===== config.mk =====
export PLATFORM = sky130hd
export DESIGN_NAME = ctc_timer
export DESIGN_NICKNAME = d
export VERILOG_FILES = /design/src/rtl/tmr_pkg.sv /design/src/rtl/tmr_ctrl.sv /design/src/rtl/tmr_dp.sv /design/src/rtl/ctc_timer.sv
export SDC_FILE = /design/constraint.sdc
export NUM_CORES = 1
export LEC_CHECK = 0
export ABC_AREA = 0
export BUFFER_PORTS_ARGS = -buffer_cell sky130_fd_sc_hd__buf_2
export CORE_MARGIN = 5
export CORE_UTILIZATION = 53
export DETAILED_ROUTE_END_ITERATION = 10
export HOLD_SLACK_MARGIN = 0.06
export PLACE_DENSITY = 0.83
export REMOVE_ABC_BUFFERS = 1
export SLEW_MARGIN = 20
export SYNTH_ARGS = -nofsm -noshare
export SYNTH_HDL_FRONTEND = slang
export SYNTH_SLANG_ARGS = --single-unit

===== constraint.sdc =====
create_clock -name clk -period 2.9 [get_ports clk]
set_input_delay 0.29 -clock clk [delete_from_list [all_inputs] [get_ports clk]]
set_output_delay 0.29 -clock clk [all_outputs]
set_load 0.01 [all_outputs]

===== src/rtl/tmr_pkg.sv =====
package tmr_pkg;
  localparam int NUM_DIV = 5;
  // log2 of each divide ratio, in clock-select order 1..5
  localparam int DIV_SHIFT [NUM_DIV] = '{0, 3, 6, 8, 10};
  localparam int PRE_BITS = 10;

  localparam logic [1:0] MODE_CLR_ON_MATCH = 2'd2;
  localparam logic [1:0] OUT_TOGGLE = 2'd1;

  typedef struct packed {
    logic tick;
    logic load;
    logic cmpLoad;
    logic clrOnMatch;
    logic toggleOnMatch;
    logic ovfAck;
    logic cmpAck;
  } tmr_strobe_t;
endpackage


===== src/rtl/tmr_ctrl.sv =====
module tmr_ctrl
  import tmr_pkg::*;
#(
  parameter int SEL_W = 3
) (
  input  logic             clk,
  input  logic             rstN,
  input  logic [SEL_W-1:0] clkSel,
  input  logic [1:0]       modeSel,
  input  logic [1:0]       outMode,
  input  logic             cntWrEn,
  input  logic             cmpWrEn,
  input  logic             ovfClr,
  input  logic             cmpClr,
  output tmr_strobe_t      strb
);
  logic [PRE_BITS-1:0] preCnt;
  logic [NUM_DIV-1:0]  tap;
  logic                tick;

  always_ff @(posedge clk or negedge rstN) begin
    if (!rstN) preCnt <= '0;
    else       preCnt <= preCnt + 1'b1;
  end

  for (genvar i = 0; i < NUM_DIV; i++) begin : g_tap
    if (DIV_SHIFT[i] == 0) begin : g_every
      assign tap[i] = 1'b1;
    end else begin : g_div
      assign tap[i] = &preCnt[DIV_SHIFT[i]-1:0];
    end
  end

  always_comb begin
    tick = 1'b0;
    for (int i = 0; i < NUM_DIV; i++) begin
      if (clkSel == SEL_W'(i + 1)) tick = tap[i];
    end
  end

  always_comb begin
    strb.tick          = tick;
    strb.load          = cntWrEn;
    strb.cmpLoad       = cmpWrEn;
    strb.clrOnMatch    = (modeSel == MODE_CLR_ON_MATCH);
    strb.toggleOnMatch = (outMode == OUT_TOGGLE);
    strb.ovfAck        = ovfClr;
    strb.cmpAck        = cmpClr;
  end

  AST_STOP_NO_TICK: assert property (@(posedge clk) disable iff (!rstN)
    (clkSel == '0 || clkSel > SEL_W'(NUM_DIV)) |-> !strb.tick);
  AST_DIV8_SPACING: assert property (@(posedge clk) disable iff (!rstN)
    (clkSel == SEL_W'(2) && strb.tick) |=> !strb.tick);
endmodule


===== src/rtl/tmr_dp.sv =====
module tmr_dp
  import tmr_pkg::*;
#(
  parameter int WIDTH = 8
) (
  input  logic             clk,
  input  logic             rstN,
  input  tmr_strobe_t      strb,
  input  logic [WIDTH-1:0] cntWrData,
  input  logic [WIDTH-1:0] cmpWrData,
  output logic [WIDTH-1:0] cnt,
  output logic [WIDTH-1:0] cmpVal,
  output logic             ovfFlag,
  output logic             cmpFlag,
  output logic             waveOut
);
  localparam logic [WIDTH-1:0] TOP_VAL = '1;

  logic [WIDTH-1:0] cntQ, cmpQ;
  logic             ovfQ, cmpFQ, waveQ;
  logic             step, hit, wrap;

  assign step = strb.tick && !strb.load;
  assign hit  = step && (cntQ == cmpQ);
  assign wrap = step && (cntQ == TOP_VAL);

  always_ff @(posedge clk or negedge rstN) begin
    if (!rstN) begin
      cntQ <= '0;
    end else if (strb.load) begin
      cntQ <= cntWrData;
    end else if (hit && strb.clrOnMatch) begin
      cntQ <= '0;
    end else if (step) begin
      cntQ <= cntQ + 1'b1;
    end
  end

  always_ff @(posedge clk or negedge rstN) begin
    if (!rstN)             cmpQ <= '0;
    else if (strb.cmpLoad) cmpQ <= cmpWrData;
  end

  always_ff @(posedge clk or negedge rstN) begin
    if (!rstN) begin
      ovfQ  <= 1'b0;
      cmpFQ <= 1'b0;
      waveQ <= 1'b0;
    end else begin
      if (wrap)             ovfQ <= 1'b1;
      else if (strb.ovfAck) ovfQ <= 1'b0;
      if (hit)              cmpFQ <= 1'b1;
      else if (strb.cmpAck) cmpFQ <= 1'b0;
      if (hit && strb.toggleOnMatch) waveQ <= !waveQ;
    end
  end

  assign cnt     = cntQ;
  assign cmpVal  = cmpQ;
  assign ovfFlag = ovfQ;
  assign cmpFlag = cmpFQ;
  assign waveOut = waveQ;

  AST_CLR_ON_MATCH: assert property (@(posedge clk) disable iff (!rstN)
    (step && strb.clrOnMatch && cntQ == cmpQ) |=> (cntQ == '0));
  AST_OVF_ON_WRAP: assert property (@(posedge clk) disable iff (!rstN)
    (step && cntQ == TOP_VAL) |=> ovfQ);
  AST_OVF_STICKY: assert property (@(posedge clk) disable iff (!rstN)
    (ovfQ && !strb.ovfAck) |=> ovfQ);
  AST_CMP_STICKY: assert property (@(posedge clk) disable iff (!rstN)
    (cmpFQ && !strb.cmpAck) |=> cmpFQ);
  AST_WAVE_TOGGLE: assert property (@(posedge clk) disable iff (!rstN)
    (step && strb.toggleOnMatch && cntQ == cmpQ) |=> (waveQ != $past(waveQ)));
  AST_LOAD_WINS: assert property (@(posedge clk) disable iff (!rstN)
    strb.load |=> (cntQ == $past(cntWrData)));
  AST_HOLD_NO_TICK: assert property (@(posedge clk) disable iff (!rstN)
    (!strb.tick && !strb.load) |=> $stable(cntQ));
endmodule


===== src/rtl/ctc_timer.sv =====
module ctc_timer
  import tmr_pkg::*;
#(
  parameter int WIDTH = 8,
  parameter int SEL_W = 3
) (
  input  logic             clk,
  input  logic             rstN,
  input  logic [SEL_W-1:0] clkSel,
  input  logic [1:0]       modeSel,
  input  logic [1:0]       outMode,
  input  logic             cntWrEn,
  input  logic [WIDTH-1:0] cntWrData,
  input  logic             cmpWrEn,
  input  logic [WIDTH-1:0] cmpWrData,
  input  logic             ovfClr,
  input  logic             cmpClr,
  output logic [WIDTH-1:0] cnt,
  output logic [WIDTH-1:0] cmpVal,
  output logic             ovfFlag,
  output logic             cmpFlag,
  output logic             waveOut
);
  tmr_strobe_t strb;

  tmr_ctrl #(.SEL_W(SEL_W)) u_ctrl (
    .clk     (clk),
    .rstN    (rstN),
    .clkSel  (clkSel),
    .modeSel (modeSel),
    .outMode (outMode),
    .cntWrEn (cntWrEn),
    .cmpWrEn (cmpWrEn),
    .ovfClr  (ovfClr),
    .cmpClr  (cmpClr),
    .strb    (strb)
  );

  tmr_dp #(.WIDTH(WIDTH)) u_dp (
    .clk       (clk),
    .rstN      (rstN),
    .strb      (strb),
    .cntWrData (cntWrData),
    .cmpWrData (cmpWrData),
    .cnt       (cnt),
    .cmpVal    (cmpVal),
    .ovfFlag   (ovfFlag),
    .cmpFlag   (cmpFlag),
    .waveOut   (waveOut)
  );
endmodule


; Yosys cells after proc, flatten, opt, wreduce, memory -nomap -nowiden
; Index checks and enable logic that the tools add are counted.
; Widths: inputs -> output; s select.
[totals]
reg_bits = 29
input_bits = 29
wordCells = 43
[classes]
n_mux = 12
n_reduce_logical = 14
n_eq_ne = 9
n_addsub = 2
[ops]
columns = op, n
row1 = $mux 8, 3
row2 = $add 10x1->10 const B, 1
row3 = $reduce_and 10->1, 1
row4 = $mux 1, 9
row5 = $add 8x1->8 const B, 1
row6 = $eq 8x8->1, 1
row7 = $eq 8x8->1 const B, 1
row8 = $reduce_and 8->1, 1
row9 = $eq 3x2->1 const B, 2
row10 = $eq 3x3->1 const B, 2
row11 = $reduce_and 6->1, 1
row12 = $logic_and 1x1->1, 5
row13 = $reduce_bool 2->1, 2
row14 = $eq 3x1->1 const B, 1
row15 = $reduce_and 3->1, 1
row16 = $reduce_bool 3->1, 1
row17 = $eq 2x1->1 const B, 1
row18 = $eq 2x2->1 const B, 1
row19 = $logic_not 1->1, 2

; Logic depth before layout (Yosys ltp)
[logic_depth]
depth_word = 11
mapped_depth = 8

; By module
; A second synthesis with hierarchy kept.
[unflattened]
hier_cells = 136
area_unflattened_um2 = 1503.9
[by_module_without_submodules]
columns = module, instances, seq_area_each_um2, area_each_um2, cells_each
row1 = tmr_dp, 1, 475.5, 1002.2, 91
row2 = tmr_ctrl, 1, 250.2, 501.7, 45

; Worst setup path after synthesis
; Ideal clock, no wire load.
[synth_timing]
path_type = reg-to-reg
start = register u_ctrl.preCnt[0]
end = register u_dp.cntQ[4], in the netlist u_dp.cnt[4]
setup_slack_ns = 1.177
t_required_ns = 2.789
period_less_slack_ns = 1.723
setup_time_ns = 0.111
arrival_time_ns = 1.611
path_stages_with_launch = 7
path_cell_list = dfrtp_1 -> ha_1 -> nand3_4 -> o31ai_2 -> o2111a_2 -> nand4_1 -> a222oi_1
[synth_via]
elab_chain_len = 10
[synth_lines]
columns = item, line_no
row1 = from (decl), tmr_ctrl.sv:17  ; logic [PRE_BITS-1:0] preCnt;
row2 = from (signal assigned), tmr_ctrl.sv:23  ; else preCnt <= preCnt + 1'b1;
row3 = $reduce_and 3->1, tmr_ctrl.sv:30  ; assign tap[i] = &preCnt[DIV_SHIFT[i]-1:0];
row4 = $mux 1 (3 in a row), tmr_ctrl.sv:37  ; if (clkSel == SEL_W'(i + 1)) tick = tap[i];
row5 = $mux 1 *, tmr_ctrl.sv:37
row6 = $logic_and 1x1->1 *, tmr_dp.sv:23  ; assign step = strb.tick && !strb.load;
row7 = $logic_and 1x1->1, tmr_dp.sv:24  ; assign hit = step && (cntQ == cmpQ);
row8 = $logic_and 1x1->1, tmr_dp.sv:32  ; end else if (hit && strb.clrOnMatch) begin
row9 = $mux 8, tmr_dp.sv:32
row10 = $mux 8, tmr_dp.sv:30  ; end else if (strb.load) begin
row11 = to (signal assigned), tmr_dp.sv:31  ; cntQ <= cntWrData;
row12 = to (signal assigned), tmr_dp.sv:35  ; cntQ <= cntQ + 1'b1;
row13 = to (decl), tmr_dp.sv:19  ; logic [WIDTH-1:0] cntQ, cmpQ;
; Every way passes the cells marked *; elsewhere a longest branch is shown, timed or not.
; A chain may end at the register's enable or synchronous reset.

; Worst setup path in the final report
[layout_timing]
start = register u_ctrl.preCnt[0]
end = register u_dp.waveQ, in the netlist u_dp.waveOut
[layout_via]
elab_chain_len = 8
[layout_lines]
columns = item, line_no
row1 = $reduce_and 3->1, tmr_ctrl.sv:30
row2 = $mux 1 (3 in a row), tmr_ctrl.sv:37
row3 = $mux 1 *, tmr_ctrl.sv:37
row4 = $logic_and 1x1->1 *, tmr_dp.sv:23
row5 = $logic_and 1x1->1 *, tmr_dp.sv:24
row6 = $logic_and 1x1->1 *, tmr_dp.sv:54  ; if (hit && strb.toggleOnMatch) waveQ <= !waveQ;
row7 = to (signal assigned), tmr_dp.sv:54
row8 = to (decl), tmr_dp.sv:20  ; logic ovfQ, cmpFQ, waveQ;
; Marks and branches as above.

==> key figures <==
Clock network
  • Reg clk slew, reported paths: 0.09 ns
  • H-tree level count: 2
  • Clk root buf: clkbuf_4
  • CTS buffer count: 5
  • Clk_lat worst skew: 0.35 ns
  • CTS tree: done
  • Clock sink total: 29
  • Cts hold-fix bufs: 1
  • CTS max path bufs: 2
  • # Post-CTS Setup Buffers: 0
  • Post-CTS Resized: 0

STA
  • Crit share post-route: 74.2%
  • RSZ-0062 raised after global routing: no
  • Setup violations, final: 0
  • Final number of hold-violating endpoints: 0
  • Max Freq: 465 MHz
  • Fin crit period: 2.15 ns
  • Slew HR: 44.0%
  • Worst slew pin tran: 0.840 ns
  • Worst Skew: 0.00987 ns
  • Final Max Slew Viols: 0
  • Setup TNS Final: 0 ns

Synthesis
  • Top cell type's share of synthesized area: 50.5%
  • Seq/Total Area, Yosys: 50.5%
  • Synth Warn #: 0
  • Post-synth EDFFs: 0
  • Synth cell count leaders: dfrtp_1, xor2_1, nor2_1, nand2_1, mux2_2
  • Top-count cell post-synth: dfrtp_1
  • FFs w/ async S/R, synth: 100%
  • Largest cells by area after synthesis: dfrtp_1, xor2_1, mux2_2
  • Post-Syn Area: 1440 sq um
  • Ys flop type: dfrtp_1
  • Yosys top cell by area: dfrtp_1
  • Synth Register Bits: 29
  • Library cells used by synthesis: 36
  • Syn Inst Count: 131
  • Syn avg cell area: 11.0 sq um

Floorplanning
  • Die area: 3850 sq um
  • Core area: 2540 sq um
  • Row count: 18
  • Starting Density: 56.5%
  • # IOs: 48
  • Die X: 62.1 microns
  • Die Ht: 62.1 microns

Worst setup path
  • CP max stage delay: 0.45 ns
  • Critical path capture point type: register
  • Worst path slowest cell: o2111ai_1
  • Critical path class: register to register
  • Crit path cell chain: ha_1 -> nand3_4 -> o31ai_2 -> o2111ai_1 -> nor4_1 -> xor2_1
  • Critical Path Fanout Max: 11
  • Worst Path Required: 3.18 ns
  • CP Launch Type: register
  • CP Data Arrival Time: 2.43 ns

Route
  • Drt pass-1 iters: 4
  • Wire per inst: 14.6 microns
  • DRT Wirelength: 3.12 mm
  • Antenna viol nets, final: 0
  • Routed vias: 1168
  • Drt first-iter violations: 34
  • Avg Vias per Cell: 5.46
  • Drc violations: 0

Pwr
  • Final Total Pwr: 0.000878 W
  • PD cells: 494 nW/um^2
  • Reg power frac: 52.1%
  • Net load switching power: 0.000244 W
  • Peak VDD IR: 379 uV
  • Clock power share: 32.2%
  • Switching share of power: 27.8%
  • Power Internal: 0.000634 W
  • Combinational share of power: 15.7%
  • LEAKAGE: 0.848 nW

Global route
  • Largest net degree at the start of global routing: 30
  • Vias in the first global route: 1101
  • Initial antenna violation count: 0
  • Grt total ovfl: 0
  • First-pass GRT wire length: 4.84 mm
  • Global-route usage over all layers: 17.9%

Layout
  • Layout cell share with drive strength beyond 1: 36.4%
  • Area Growth Syn to Fin: 23.6%
  • N_diodes: 0
  • Fin nets: 215

Placed design
  • I/O Buffers: 47
  • Gp weighted congestion: 0.799
  • Final HPWL DP: 2.36 mm

Hold path
  • Worst Hold Class: input port to register

Outcome
  • Status: finished clean

Run
  • Max_cap viols: 0
## worst paths after layout
| check | from | endpoint | slack (ns) | depth (start not counted) |
|---|---|---|---|---|
| max | u_ctrl.preCnt[0] | u_dp.waveOut | 0.75 | 6 |
| min | ovfClr | u_dp.ovfFlag | 0.13 | 2 |
| max reg2reg | u_ctrl.preCnt[0] | u_dp.waveOut | 0.75 | 6 |
| min reg2reg | u_ctrl.preCnt[0] | u_ctrl.preCnt[0] | 0.48 | 1 |
| max in group asynchronous | rstN | u_ctrl.preCnt[1] | 1.99 | 2 |
| min in group asynchronous | rstN | u_ctrl.preCnt[7] | 0.49 | 2 |
## flip-flops by register name, summed over array words and instances (netlist names)
register       count
u_dp.waveOut       1
u_ctrl.preCnt     10
u_dp.ovfFlag       1
u_dp.cmpFlag       1
u_dp.cmpVal        8
u_dp.cnt           8
## per-layer routing
layer  vias up  wire, microns  GRT usage (%)
li1        580              -              -
met1       531           1310           22.4
met2        50           1390           26.5
met3         7            339           6.20
met4         0             78           10.9
met5         -              0              0
## critical path, delay by kind of cell, from the launching register on
kind | cells | cell delay (ns)
xor+xnor | 1 | 0.17
fa+ha+maj | 1 | 0.24
compound gates | 2 | 0.74
simple gates | 2 | 0.55
flops | 1 | 0.40
## kinds of logic (layout without fill, tap and decap cells)
kind of cell	after synthesis	after routing	synth area share, %
AO/OA/AOI/OAI	26	26	13.5
XOR/XNOR	16	16	9.75
adder cells (fa/ha/maj)	3	3	2.61
buffers and inverters	10	63	2.79
flip-flops	29	29	50.5
multiplexers	8	8	6.27
AND/OR/NAND/NOR	39	39	14.6
## power groups by stage
stage	Combinational [W]	Clock, W	Sequential, W
final	0.000138	0.000283	0.000458
after global routing	0.000155	0.000300	0.000462
after CTS	0.000139	0.000291	0.000458
after detailed placement	0.000137	0	0.000466
after global placement	0.000135	0	0.000464
after floorplan	0.0000612	0	0.000472
## stage by stage
step | cells | utilization (%) | instance area [sq um] | hold WS [ns] | worst slack [ns]
finish | 214 | 69.8 | 1780 | 0.132 | 0.747
global placement | 205 | 66.7 | 1700 | 0.340 | 0.872
CTS | 214 | 69.8 | 1780 | 0.127 | 0.757
floorplan | 128 | - | 1420 | -0.00559 | 1.03
detailed placement | 205 | 66.7 | 1700 | 0.348 | 0.763
global route | 214 | 69.8 | 1780 | 0.137 | 0.555
## cells in the final DEF, fill, tap and decap left out, types with 2 or more instances in the layout
master and count:
xnor2_1 4, clkbuf_8 2, xor2_1 12, buf_2 47, a21oi_1 7, ha_1 3, a2bb2oi_1 2, mux2_2 8
inv_1 7, dfrtp_1 29, clkbuf_4 5, o21ai_0 2, nand3_1 4, nand2_1 9, a211oi_1 3, nand4_1 3
nor3_1 4, nor4_1 3, nor2_1 10
## area by class of cell
| class | instances | area (sq um) |
|---|---|---|
| fill | 202 | 768 |
| multi-input combinational | 92 | 672 |
| sequential | 29 | 726 |
| tap | 30 | 37.5 |
| inverter | 7 | 26.3 |
| timing repair buffer | 48 | 245 |
| clock buffer | 7 | 65.1 |
| clock inverter | 1 | 5.00 |
(Power assumes the default switching activity.)
